### src/rtl/fivelvl_pkg.sv
package fivelvl_pkg;
   typedef logic signed [2:0] lvl_t;

   localparam lvl_t LV_POS_FULL = 3'sd2;
   localparam lvl_t LV_POS_HALF = 3'sd1;
   localparam lvl_t LV_ZERO     = 3'sd0;
   localparam lvl_t LV_NEG_HALF = -3'sd1;
   localparam lvl_t LV_NEG_FULL = -3'sd2;

   localparam logic [4:0] GP_POS_FULL = 5'b10010;
   localparam logic [4:0] GP_POS_HALF = 5'b10001;
   localparam logic [4:0] GP_ZERO     = 5'b10100;
   localparam logic [4:0] GP_NEG_HALF = 5'b01001;
   localparam logic [4:0] GP_NEG_FULL = 5'b01100;

   function automatic logic [4:0] gates_for(input lvl_t l);
      case (l)
         LV_POS_FULL: gates_for = GP_POS_FULL;
         LV_POS_HALF: gates_for = GP_POS_HALF;
         LV_NEG_HALF: gates_for = GP_NEG_HALF;
         LV_NEG_FULL: gates_for = GP_NEG_FULL;
         default:     gates_for = GP_ZERO;
      endcase
   endfunction
endpackage

### src/rtl/fl_carrier.sv
module fl_carrier #(
   parameter int A  = 15,
   parameter int CW = 4
) (
   input  logic          clk,
   input  logic          rst,
   input  logic          en,
   output logic [CW-1:0] car_o,
   output logic          peak_o
);
   localparam logic [CW-1:0] TOP = CW'(A);
   localparam logic [CW-1:0] ONE = CW'(1);

   logic rising;

   always_ff @(posedge clk) begin
      if (rst || !en) begin
         car_o  <= '0;
         rising <= 1'b1;
      end else if (rising) begin
         car_o <= car_o + ONE;
         if (car_o + ONE == TOP) rising <= 1'b0;
      end else begin
         car_o <= car_o - ONE;
         if (car_o == ONE) rising <= 1'b1;
      end
   end

   assign peak_o = (car_o == TOP);

   a_r3_carrier_bounded: assert property (@(posedge clk) disable iff (rst)
      car_o <= TOP);
   a_r3_carrier_unit_step: assert property (@(posedge clk) disable iff (rst)
      (en && $past(en) && !$past(rst)) |->
         ((car_o == $past(car_o) + ONE) || (car_o + ONE == $past(car_o))));
endmodule

### src/rtl/fl_refgen.sv
module fl_refgen #(
   parameter int A  = 15,
   parameter int PW = 16,
   parameter int LW = 6,
   parameter int MW = 8,
   parameter int RW = 5
) (
   input  logic          clk,
   input  logic          rst,
   input  logic          en,
   input  logic          peak,
   input  logic [PW-1:0] step,
   input  logic [MW-1:0] mi,
   output logic [RW-1:0] ref_o,
   output logic          neg_o
);
   localparam int PRW = 2 * LW + 2;
   localparam int MGW = PRW + RW + 4;
   localparam int SW  = RW + MW + 1;
   localparam logic [RW-1:0] CEIL = RW'(2 * A);

   logic [PW-1:0]  phase, phase_n;
   logic [LW-1:0]  p;
   logic [LW:0]    p_c;
   logic [PRW-1:0] prod;
   logic [MGW-1:0] raw_w;
   logic [RW-1:0]  raw;
   logic [SW-1:0]  scaled;
   logic [RW-1:0]  sample;

   always_comb begin
      phase_n = phase + step;
      p       = phase_n[PW-2 -: LW];
      p_c     = (LW+1)'(2 ** LW) - (LW+1)'(p);
      prod    = PRW'(p) * PRW'(p_c);
      raw_w   = (MGW'(prod) * MGW'(8 * A)) >> (2 * LW);
      raw     = RW'(raw_w);
      scaled  = (SW'(raw) * SW'(mi)) >> (MW - 1);
      sample  = (scaled > SW'(CEIL)) ? CEIL : RW'(scaled);
   end

   always_ff @(posedge clk) begin
      if (rst || !en) begin
         phase <= '0;
         ref_o <= '0;
         neg_o <= 1'b0;
      end else if (peak) begin
         phase <= phase_n;
         ref_o <= sample;
         neg_o <= phase_n[PW-1];
      end
   end

   a_r4_hold_between_peaks: assert property (@(posedge clk) disable iff (rst)
      (en && !peak) |=> ($stable(ref_o) || !en));
   a_r5_saturated: assert property (@(posedge clk) disable iff (rst)
      ref_o <= CEIL);
endmodule

### src/rtl/fl_slicer.sv
module fl_slicer
   import fivelvl_pkg::*;
#(
   parameter int A        = 15,
   parameter int CW       = 4,
   parameter int RW       = 5,
   parameter bit IDLE_OFF = 1'b0
) (
   input  logic          clk,
   input  logic          rst,
   input  logic          en,
   input  logic [CW-1:0] car,
   input  logic [RW-1:0] ref_i,
   input  logic          neg,
   output logic [4:0]    gate_o,
   output lvl_t          lvl_o
);
   logic [4:0] idle_pat;
   logic       over_lo, over_hi;
   lvl_t       lvl_n;

   generate
      if (IDLE_OFF) begin : g_idle_off
         assign idle_pat = 5'b00000;
      end else begin : g_idle_zero
         assign idle_pat = GP_ZERO;
      end
   endgenerate

   always_comb begin
      over_hi = ref_i > (RW'(car) + RW'(A));
      over_lo = ref_i > RW'(car);
      if (over_hi)      lvl_n = neg ? LV_NEG_FULL : LV_POS_FULL;
      else if (over_lo) lvl_n = neg ? LV_NEG_HALF : LV_POS_HALF;
      else              lvl_n = LV_ZERO;
   end

   always_ff @(posedge clk) begin
      if (rst || !en) begin
         lvl_o  <= LV_ZERO;
         gate_o <= idle_pat;
      end else begin
         lvl_o  <= lvl_n;
         gate_o <= gates_for(lvl_n);
      end
   end

   a_r8_two_gates_max: assert property (@(posedge clk) disable iff (rst)
      $countones(gate_o) <= 2);
   a_r8_no_leg_short: assert property (@(posedge clk) disable iff (rst)
      !(gate_o[3] && gate_o[4]) && !(gate_o[1] && gate_o[2]));
   a_r7_idle_after_disable: assert property (@(posedge clk) disable iff (rst)
      !en |=> (lvl_o == LV_ZERO && gate_o == idle_pat));
   a_r2_level_in_range: assert property (@(posedge clk) disable iff (rst)
      lvl_o != 3'sb100 && lvl_o != 3'sb011);
endmodule

### src/rtl/fivelvl_pwm.sv
module fivelvl_pwm #(
   parameter int A        = 15,
   parameter int PW       = 16,
   parameter int LW       = 6,
   parameter int MW       = 8,
   parameter bit IDLE_OFF = 1'b0
) (
   input  logic          clk,
   input  logic          rst,
   input  logic          en,
   input  logic [MW-1:0] mod_idx,
   input  logic [PW-1:0] phase_step,
   output logic [4:0]    gate_o,
   output logic [2:0]    level_o
);
   localparam int CW = $clog2(A + 1);
   localparam int RW = $clog2(2 * A + 1);

   generate
      if (A < 2) begin : g_bad_a
         $error("carrier peak must be at least 2");
      end
      if (PW <= LW || LW < 2) begin : g_bad_phase
         $error("phase width must exceed table address width");
      end
      if (MW < 2) begin : g_bad_mi
         $error("modulation word too narrow");
      end
   endgenerate

   logic [CW-1:0] car;
   logic          peak;
   logic [RW-1:0] ref_s;
   logic          neg_s;
   fivelvl_pkg::lvl_t lvl;

   fl_carrier #(.A(A), .CW(CW)) u_car (
      .clk(clk), .rst(rst), .en(en), .car_o(car), .peak_o(peak));

   fl_refgen #(.A(A), .PW(PW), .LW(LW), .MW(MW), .RW(RW)) u_ref (
      .clk(clk), .rst(rst), .en(en), .peak(peak), .step(phase_step),
      .mi(mod_idx), .ref_o(ref_s), .neg_o(neg_s));

   fl_slicer #(.A(A), .CW(CW), .RW(RW), .IDLE_OFF(IDLE_OFF)) u_slc (
      .clk(clk), .rst(rst), .en(en), .car(car), .ref_i(ref_s), .neg(neg_s),
      .gate_o(gate_o), .lvl_o(lvl));

   assign level_o = lvl;
endmodule

### config.mk
export PLATFORM = sky130hd
export DESIGN_NAME = fivelvl_pwm
export DESIGN_NICKNAME = d
export VERILOG_FILES = /design/src/rtl/fivelvl_pkg.sv /design/src/rtl/fl_carrier.sv /design/src/rtl/fl_refgen.sv /design/src/rtl/fl_slicer.sv /design/src/rtl/fivelvl_pwm.sv
export SDC_FILE = /design/constraint.sdc
export NUM_CORES = 1
export LEC_CHECK = 0
export BUFFER_PORTS_ARGS = -buffer_cell sky130_fd_sc_hd__buf_2
export CORE_MARGIN = 1
export CORE_UTILIZATION = 25
export CTS_CLUSTER_DIAMETER = 200
export DETAILED_ROUTE_END_ITERATION = 10
export PLACE_DENSITY = 0.51
export SETUP_SLACK_MARGIN = 0.1
export SYNTH_ARGS = -nofsm -noshare
export SYNTH_HDL_FRONTEND = slang
export SYNTH_SLANG_ARGS = --single-unit
### constraint.sdc
create_clock -name clk -period 33.8 [get_ports clk]
set_clock_uncertainty 0.2 [all_clocks]
set_input_delay 6.76 -clock clk [delete_from_list [all_inputs] [get_ports clk]]
set_output_delay 6.76 -clock clk [all_outputs]
set_load 0.02 [all_outputs]
Word-level counts from Yosys, hierarchy flattened:

Cells that the tools add are included.

* word-level logic and storage cells: 37
* bits in registers: 35
* input bits: 27
* output and inout bits: 8

* magnitude comparators: 3
* muxes and demuxes: 10
* reductions and logical operators: 2
* equal/unequal tests: 7
* add/subtract/negate cells: 5
* multiply operators: 3

Operators with widths (number)
* 5-bit one-hot mux with 4 select lines: 1
* 16-bit adder: 1
* 13-bit by 4-bit multiplier with 14-bit output, second input constant: 1
* 5-bit by 8-bit multiplier with 13-bit output: 1
* 6-bit by 7-bit multiplier with 13-bit output: 1
* 3-bit 2-to-1 mux: 4
* 4-bit == test, second input constant: 2
* 7-bit by 6-bit subtractor with 7-bit output, first input constant: 1
* 3-bit == test, second input constant: 2
* 6-bit by 5-bit greater-than comparator with 1-bit output, second input constant: 1
* 4-bit by 4-bit adder with 5-bit output, second input constant: 1
* 5-bit by 4-bit greater-than comparator with 1-bit output: 1
* 5-bit greater-than comparator: 1
* 5-bit 2-to-1 mux: 1
* 4-bit by 1-bit adder with 4-bit output, second input constant: 1
* 4-bit by 1-bit == test with 1-bit output, second input constant: 1
* 4-bit 2-to-1 mux: 1
* 4-bit by 1-bit subtractor with 4-bit output, second input constant: 1
* 3-bit by 1-bit == test with 1-bit output, second input constant: 1
* 3-bit by 2-bit == test with 1-bit output, second input constant: 1
* 1-bit 2-to-1 mux: 3
* 1-bit logical NOT: 1
* 1-bit logical OR: 1

Logic depth before layout (Yosys ltp):

Gate-level depths: netlist of the first run.

* depth in word-level cells: 7
* depth in mapped cells: 53
* depth with buffers taken out: 53

Hierarchy:

A second synthesis of the first run with hierarchy kept.

* cell total of the unflattened synthesis: 649
* area, all modules: 5599.1 um^2

Modules (own cells, without submodules)
* fl_refgen: instances 1, area an instance 4799.6 um^2, sequential area each 420.4 um^2, cells an instance 564
* fl_slicer: instances 1, area an instance 480.5 um^2, sequential area each 160.2 um^2, cells an instance 52
* fl_carrier: instances 1, area an instance 319.1 um^2, sequential area each 100.1 um^2, cells an instance 33

Worst setup path after synthesis of the first run:

No wires, ideal clock.

* kind: in2reg
* from: in phase_step[0]
* to: reg u_ref.ref_o[0]
* arrival time: 18.466 ns
* data required time: 33.499 ns
* stages on the path: 48
* library setup time: 0.101 ns
* buffers on the path: 0
* path slack: 15.033 ns
* cell sequence: ha_1 > inv_1 > fa_1 > nor2b_1 > o21a_1 > o21ai_0 > a211oi_1 > o21ai_0 > or3b_2 > nand2_1 > ha_1 > ha_1 > or2_2 > fa_1 > fa_1 > fa_1 > inv_1 > ha_1 > (+12 left out) > o21ai_0 > nor2b_1 > o21a_1 > nand2_1 > mux2_4 > fa_1 > fa_1 > inv_1 > fa_1 > ha_1 > a21o_1 > a21o_1 > a21oi_1 > o22ai_1 > o2111a_1 > o211a_1 > a211o_1 > o41ai_1

* cells in the longest elaborated chain, start to end: 7

RTL lines
* from (decl): line fivelvl_pwm.sv:12 `input logic [PW-1:0] phase_step,`
* 16-bit adder (*): line fl_refgen.sv:32 `phase_n = phase + step;`
* 7-bit by 6-bit subtractor with 7-bit output: line fl_refgen.sv:34 `p_c = (LW+1)'(2 ** LW) - (LW+1)'(p);`
* 6-bit by 7-bit multiplier with 13-bit output (*): line fl_refgen.sv:35 `prod = PRW'(p) * PRW'(p_c);`
* 13-bit by 4-bit multiplier with 14-bit output (*): line fl_refgen.sv:36 `raw_w = (MGW'(prod) * MGW'(8 * A)) >> (2 * LW);`
* 5-bit by 8-bit multiplier with 13-bit output (*): line fl_refgen.sv:38 `scaled = (SW'(raw) * SW'(mi)) >> (MW - 1);`
* 6-bit by 5-bit greater-than comparator with 1-bit output: line fl_refgen.sv:39 `sample = (scaled > SW'(CEIL)) ? CEIL : RW'(scaled);`
* 5-bit 2-to-1 mux (*): line fl_refgen.sv:39
* to (signal assigned): line fl_refgen.sv:49 `ref_o <= sample;`
* to (decl): line fl_refgen.sv:14 `output logic [RW-1:0] ref_o,`

Mark *: on every way between the ends. The rest lies on a longest branch, timed or not.
A chain may end at the register's enable or synchronous reset.

Worst setup path after layout of the first run:

* from: in phase_step[0]
* to: reg u_ref.ref_o[0]

* cells in the longest elaborated chain, start to end: 7

RTL lines
* 16-bit adder (*): line fl_refgen.sv:32
* named net u_ref.phase_n[14]: line fl_refgen.sv:22 `logic [PW-1:0] phase, phase_n;`
* 7-bit by 6-bit subtractor with 7-bit output: line fl_refgen.sv:34
* 6-bit by 7-bit multiplier with 13-bit output (*): line fl_refgen.sv:35
* 13-bit by 4-bit multiplier with 14-bit output (*): line fl_refgen.sv:36
* 5-bit by 8-bit multiplier with 13-bit output (*): line fl_refgen.sv:38
* 6-bit by 5-bit greater-than comparator with 1-bit output: line fl_refgen.sv:39
* 5-bit 2-to-1 mux (*): line fl_refgen.sv:39

Mark *: on every way through the listed nets, which the timed path passes. The rest lies on a longest branch.

==> results.cfg, run 1 <==
[synth]
synthDistinctLibCells = 66
synth_largest_area_cell = ha_1
synth_edf_count = 0
yosys.area_share.adder_pct = 39.3
synth_top_cell_area_share_pct = 20.2
synthCells = 670
synth-main-ff-cell = dfxtp_1
synth_compound_area_share_pct = 14.9
yosysSeqAreaShare_pct = 12.1
synth-xor-area-share_pct = 6.12
ys_ff_latch = 34
synth.cell_area_sq_um = 5640
synth_area_leaders = ha_1 20%, fa_1 19%, dfxtp_1 12%
ys_async_sr_fraction_pct = 0
synth_top_family_by_area = adder cells
avgSynthCellArea_sq_um = 8.42
muxShareOfSynthArea_pct = 2.13
synth-simple-area-share_pct = 17.8
ys_warn_count = 0

[sta]
fmax_mhz = 50.7
maxSlewHeadroom_pct = 45.8
setup_tns_ps = 0
finalCritPeriodShare_pct = 58.4
tightest_slew_ps = 813
finalCriticalPeriod_ps = 19730
rsz0062_at_grt = no
final-setup-viol-count = 0
slew_violations = 0
finalHoldWorstSlack_ps = 256
final-hold-violation-count = 0

[critical_path]
timing.critical_path.mode_cell = fa_1
endpoint_kind = flip-flop
critPathMaxStageDelay_ps = 650
critical_path_required_ps = 33780
worstPathMaxFanout = 8
worstPathArrival_ps = 19710
crit_type = input pin to flip-flop
critPathLaunchType = input pin
slowest_stage = a211oi_1

[cells_and_area]
final_cell_mix = 98 x inv_1, 91 x ha_1, 63 x nand2_1
n_antenna_cell = 0
fin_nets = 875
multi_input_area_sq_um = 4550
num-fill-cells = 2348
final_common_cell = inv_1
register_area_sq_um = 681
area_delta_synth_final_pct = 11.3
layout-drive-gt1-share_pct = 8.81
layout.cells.non_filler = 984

[clock_tree]
post_cts_resized = 0
clock-sinks = 34
clock_latency_ps = 280
cts-buffers-inserted = 5
cts_setup_buffers = 0
holdBufCountCts = 0
clockBufferDepth = 2
clk_pin_slew_ps = 50
h-tree-depth = 2
tritoncts = done
cts_root_buf = clkbuf_16

[global_route]
grt_overflow = 0
antenna_found_initial = 0
grt_usage_pct = 10.8
grt_pass1_vias = 4461
grt_pass1_wl_mm = 21.1
grt_start_max_net_pins = 21

[placed_design]
place_congestion = 0.786
dp_hpwl_mm = 9.99
dp_cells = 976
port_buffers = 34

[floorplanning]
die_w_um = 152
rows = 54
ioPinCount = 35
die_y_um = 152
fp.coreArea_sq_um = 22000
start_util_pct = 25.7
die_area_sq_um = 23200

[drt]
ant_nets = 0
viasPerCell = 4.43
drt-initial-drc-count = 167
wl_mm = 11.9
vias = 4361
drt-wirelength-per-cell_um = 12.1
drc = 0
drt_first_pass_iters = 4

[run]
cap_violations = 0

[min_path]
hp-class = flip-flop to flip-flop

[outcome]
status = complete, no violations
==> sequential cells by signal, indices dropped and copies added (netlist names) <==
register      cells
u_slc.lvl_o       3
u_car.rising      1
u_ref.phase      16
u_car.car_o       4
u_slc.gate_o      5
u_ref.ref_o       5
==> area by class of cell <==
| cell class | count | share of cell area (%) |
|---|---|---|
| Clock buffer | 7 | 2.27 |
| Clock inverter | 1 | 0.0797 |
| Inverter | 99 | 5.92 |
| Multi-Input combinational cell | 527 | 72.4 |
| Sequential cell | 34 | 10.8 |
| Tap cell | 280 | 5.58 |
| Timing Repair Buffer | 36 | 2.95 |
==> per-stage QoR <==
step           cell area [sq um]  setup WS, ps  utilization, %
6_report                    6280         14070            28.6
5_1_grt                     6280         12800            28.6
3_3_place_gp                6130         13840            27.9
2_1_floorplan               5650         15030               -
4_1_cts                     6280         13950            28.6
3_5_place_dp                6130         13660            27.9
==> worst max-delay path: cells and delay by family <==
family | cells | cell delay, ps
XOR/XNOR | 1 | 220
AO/OA/AOI/OAI | 19 | 4860
multiplexers | 1 | 280
buffers and inverters | 8 | 710
adder cells (fa/ha/maj) | 14 | 5930
AND/OR/NAND/NOR | 6 | 920
==> per-layer routing <==
metal | GRT usage, % | wire (um) | vias up
met1 | 14.8 | 6260 | 1991
li1 | - | - | 2305
met5 | 0 | 0 | -
met3 | 1.71 | 368 | 9
met2 | 17.7 | 5110 | 56
met4 | 2.19 | 122 | 0
==> logic make-up (layout without fill, tap and decap cells) <==
kind of cell,count (synthesis),count (layout)
and+or+nand+nor,208,208
adders and majority gates,145,145
AOI/OAI and AO/OA,122,122
buffers and inverters,111,143
xor gates and xnor gates,37,37
DFF,34,34
muxes,11,11
other,2,4
==> synthesized netlist by cell type, types with 4 or more instances <==
cell type	count
a211oi_1	7
a21o_1	9
a21oi_1	37
a31oi_1	6
and2_1	23
and3_1	6
clkbuf_1	9
dfxtp_1	34
fa_1	54
ha_1	91
inv_1	98
mux2i_1	9
nand2_1	63
nand2b_1	10
nand3_1	11
nor2_1	46
nor2b_1	14
nor3_1	15
o21a_1	7
o21ai_0	19
or2_2	4
xnor2_1	25
xor2_1	10
==> worst paths after layout <==
| check | cells after the start | slack, ps | end | start |
|---|---|---|---|---|
| worst max register to register | 48 | 20300 | u_ref.ref_o[0]$_SDFFE_PP0N_ | u_ref.phase[0]$_SDFFE_PP0N_ |
| worst min register to register | 2 | 260 | u_ref.phase[8]$_SDFFE_PP0N_ | u_ref.phase[8]$_SDFFE_PP0N_ |
| worst min-delay path | 2 | 260 | u_ref.phase[8]$_SDFFE_PP0N_ | u_ref.phase[8]$_SDFFE_PP0N_ |
| worst max-delay path | 49 | 14070 | u_ref.ref_o[0]$_SDFFE_PP0N_ | phase_step[0] |
Power of run 1 is not shown: default switching activity piles up to over one toggle a cycle in this logic, so the estimate is an artifact.
==> inputs of run 2 (changes only) <==
clock period = 19.6 ns   (was 33.8 ns; I/O delays follow)
==> results.cfg, run 2 (same netlist as run 1, synthesis figures left out) <==
[placed_design]
dp_hpwl_mm = 10.0
dp_slack_ps = 2290
port_buffers = 34
place_congestion = 0.786
dpl-instance-area_sq_um = 6130

[sta]
final-hold-violation-count = 0
tightest_slew_ps = 791
maxSlewHeadroom_pct = 47.2
setup_tns_ps = 0
final-setup-viol-count = 0
rsz0062_at_grt = no
finalCriticalPeriod_ps = 16890
fmax_mhz = 59.2
slew_violations = 0
fin_ws_ps = 2710
finalCritPeriodShare_pct = 86.2

[outcome]
status = complete, no violations

[critical_path]
timing.critical_path.mode_cell = fa_1
critPathLaunchType = input pin
worstPathMaxFanout = 10
endpoint_kind = flip-flop
critical_path_required_ps = 19580
slowest_stage = xor2_1
worstSetupStartpoint = phase_step[0]
rr_endpoint = u_ref.ref_o[0]$_SDFFE_PP0N_
critPathMaxStageDelay_ps = 650
rr_startpoint = u_ref.phase[0]$_SDFFE_PP0N_
r2r_cells = 49
crit_type = input pin to flip-flop
worstPathArrival_ps = 16870
reg2reg_slack_ps = 6090

[cells_and_area]
area_delta_synth_final_pct = 11.6
regMostFlops = u_ref.phase
reg_top3 = u_ref.phase x16, u_ref.ref_o x5, u_slc.gate_o x5
final_area_sq_um = 6300
fin_nets = 875
final_cell_mix = 98 x inv_1, 91 x ha_1, 63 x nand2_1
n_antenna_cell = 0
largest_reg_flops = 16
final_common_cell = inv_1
num-fill-cells = 2368
layout-drive-gt1-share_pct = 8.95

[floorplanning]
die_y_um = 152
ioPinCount = 35
fp.coreArea_sq_um = 22000
rows = 54
die_w_um = 152
die_area_sq_um = 23200
start_util_pct = 25.7

[min_path]
min_to = u_ref.phase[6]$_SDFFE_PP0N_
min_from = u_ref.phase[6]$_SDFFE_PP0N_
whs_path_depth = 2
hp-class = flip-flop to flip-flop

[global_route]
grt_usage_pct = 10.7
antenna_found_initial = 0
grt_pass1_wl_mm = 21.1
grt_start_max_net_pins = 21
grt_overflow = 0
grt_pass1_vias = 4476

[drt]
met2_wirelength_mm = 5.18
wl_mm = 11.9
drt-wirelength-per-cell_um = 12.1
met1Wirelength_mm = 6.28
vias = 4389
top_layer_used = met4
viasPerCell = 4.46
drc = 0
route.met3.wl_um = 353
drt_first_pass_iters = 4
drt-initial-drc-count = 125
ant_nets = 0

[clock_tree]
h-tree-depth = 2
cts_setup_buffers = 0
clock_latency_ps = 280
clk_pin_slew_ps = 60
cts_root_buf = clkbuf_16
clockBufferDepth = 2
cts-buffers-inserted = 5
post_cts_resized = 0
tritoncts = done
clock-sinks = 34
holdBufCountCts = 0

[run]
cap_violations = 0
## run 2: changes by cell type in the layout (fill, tap and decap cells not counted)
cell       delta
clkbuf_1      -1
bufinv_16     +1
clkbuf_8      -1
clkinv_2      +1
## run 2: stage by stage
stage	instances	utilization, %	hold WS (ps)
6_report	984	28.7	255
5_1_grt	984	28.7	276
4_1_cts	984	28.7	259
3_5_place_dp	976	27.9	250
3_3_place_gp	976	27.9	244
2_1_floorplan	672	-	229
## run 2: final cells by class
class	instances	area, sq um	share of cell area [%]
clock buffers	5	125	1.99
multi-input cells	527	4550	72.2
flip-flops and latches	34	681	10.8
inverters	99	372	5.90
well taps	280	350	5.56
repair buffers	36	185	2.94
clock inverters	3	40.0	0.636
## run 2: worst max path at each step
stage / end / depth (start not counted)
after floorplan: u_ref.ref_o[0]$_SDFFE_PP0N_ / 48
after global placement: u_ref.ref_o[0]$_SDFFE_PP0N_ / 49
after detailed placement: u_ref.ref_o[0]$_SDFFE_PP0N_ / 49
after CTS: u_ref.ref_o[0]$_SDFFE_PP0N_ / 49
after global routing: u_ref.ref_o[0]$_SDFFE_PP0N_ / 49
final: u_ref.ref_o[0]$_SDFFE_PP0N_ / 50
## run 2: per-layer routing
layer,global-route usage (%),vias up
met5,0,-
met4,1.75,0
met3,1.71,5
met2,17.9,46
met1,14.8,2026
li1,-,2312
## run 2: critical path: cells and delay by family
family	cells	cell delay [ps]
simple gates	8	1270
fa+ha+maj	14	5730
compound gates	18	4250
xor+xnor	2	880
mux	1	280
buf+inv	7	530
Power of run 2 is left out for the same reason.
==> inputs of run 3 (changes only) <==
CORE_UTILIZATION = 50   (was 25)
PLACE_DENSITY = 0.79   (was 0.51)
==> results.cfg, run 3 (same netlist as run 1, synthesis figures left out) <==
[clock_tree]
post_cts_resized = 0
tritoncts = done
cts_root_buf = clkbuf_16
clock-sinks = 34
cts-buffers-inserted = 5
clockBufferDepth = 2
cts_setup_buffers = 0
h-tree-depth = 2
holdBufCountCts = 0
clk_pin_slew_ps = 60
clock_latency_ps = 280

[drt]
drt-initial-drc-count = 181
met2_wirelength_mm = 5.89
viasPerCell = 5.51
drc = 0
wl_mm = 11.7
top_layer_used = met4
drt-wirelength-per-cell_um = 13.9
met1Wirelength_mm = 5.26
vias = 4638
drt_first_pass_iters = 4
ant_nets = 0
route.met3.wl_um = 369

[placed_design]
dp_hpwl_mm = 9.62
port_buffers = 34
place_congestion = 0.899
dp_slack_ps = 2220

[sta]
maxSlewHeadroom_pct = 36.5
finalHoldWorstSlack_ps = 256
final-hold-violation-count = 0
finalCriticalPeriod_ps = 17160
setup_tns_ps = 0
tightest_slew_ps = 953
fin_ws_ps = 2440
slew_violations = 0
fmax_mhz = 58.3
finalCritPeriodShare_pct = 87.5
rsz0062_at_grt = no
final-setup-viol-count = 0

[global_route]
antenna_found_initial = 0
grt_usage_pct = 21.3
grt_pass1_wl_mm = 20.3
grt_start_max_net_pins = 23
grt_pass1_vias = 4787
grt_overflow = 0

[critical_path]
timing.critical_path.mode_cell = fa_1
worstSetupStartpoint = phase_step[0]
reg2reg_slack_ps = 5820
critical_path_required_ps = 19560
crit_type = input pin to flip-flop
cp_top_family = adder cells
r2r_cells = 49
path_buf_inv = 7
endpoint_kind = flip-flop
slowest_stage = xor2_1
critPathMaxStageDelay_ps = 610
critPathLaunchType = input pin
rr_endpoint = u_ref.ref_o[0]$_SDFFE_PP0N_
rr_startpoint = u_ref.phase[0]$_SDFFE_PP0N_
worstPathArrival_ps = 17120
worstPathMaxFanout = 10

[floorplanning]
start_util_pct = 51.6
die_y_um = 108
ioPinCount = 35
rows = 38
die_area_sq_um = 11700
die_w_um = 108
fp.coreArea_sq_um = 10900

[min_path]
hp-class = flip-flop to flip-flop
whs_path_depth = 2
min_to = u_ref.phase[7]$_SDFFE_PP0N_
min_from = u_ref.phase[7]$_SDFFE_PP0N_

[cells_and_area]
final_cell_mix = 98 x inv_1, 91 x ha_1, 63 x nand2_1
layout-drive-gt1-share_pct = 8.56
n_antenna_cell = 0
fin_nets = 873
multi_input_area_sq_um = 4550
area_delta_synth_final_pct = 8.31
num-fill-cells = 988
final_common_cell = inv_1
register_area_sq_um = 681
largest_reg_flops = 16
regMostFlops = u_ref.phase
reg_top3 = u_ref.phase x16, u_ref.ref_o x5, u_slc.gate_o x5

[run]
cap_violations = 0

[outcome]
status = complete, no violations
## run 3: worst max-delay path by stage
stage / endpoint / slack [ps] / cells past startpoint
finish: u_ref.ref_o[0]$_SDFFE_PP0N_ / 2440 / 50
CTS: u_ref.ref_o[0]$_SDFFE_PP0N_ / 2480 / 48
global placement: u_ref.ref_o[0]$_SDFFE_PP0N_ / 2760 / 48
global route: u_ref.ref_o[0]$_SDFFE_PP0N_ / 1410 / 51
detailed placement: u_ref.ref_o[0]$_SDFFE_PP0N_ / 2220 / 48
floorplan: u_ref.ref_o[0]$_SDFFE_PP0N_ / 3670 / 48
## run 3: layout make-up
type	instances	area share (%)
clock buffer	6	2.27
clock inverter	1	0.491
inverter	99	6.08
multi-input combinational	527	74.4
sequential	34	11.1
tap	140	2.87
timing repair buffer	34	2.78
## run 3: tightest hold or removal path, delay by kind of cell, from the launching register on
family | cells | cell delay (ps)
compound gates | 1 | 50
flops | 1 | 310
simple gates | 1 | 50
## run 3: layer usage
layer / GRT usage [%] / up-vias
met1: 25.7 / 2239
met4: 6.36 / 0
met5: 0 / -
met3: 2.65 / 17
li1: - / 2300
met2: 39.4 / 82
## run 3: per-stage QoR
stage | instance area [sq um] | utilization, % | instances
2_1_floorplan | 5650 | - | 672
3_3_place_gp | 5940 | 54.3 | 834
3_5_place_dp | 5940 | 54.3 | 834
4_1_cts | 6110 | 55.9 | 841
5_1_grt | 6110 | 55.9 | 841
6_report | 6110 | 55.9 | 841
Power of run 3 is left out for the same reason.
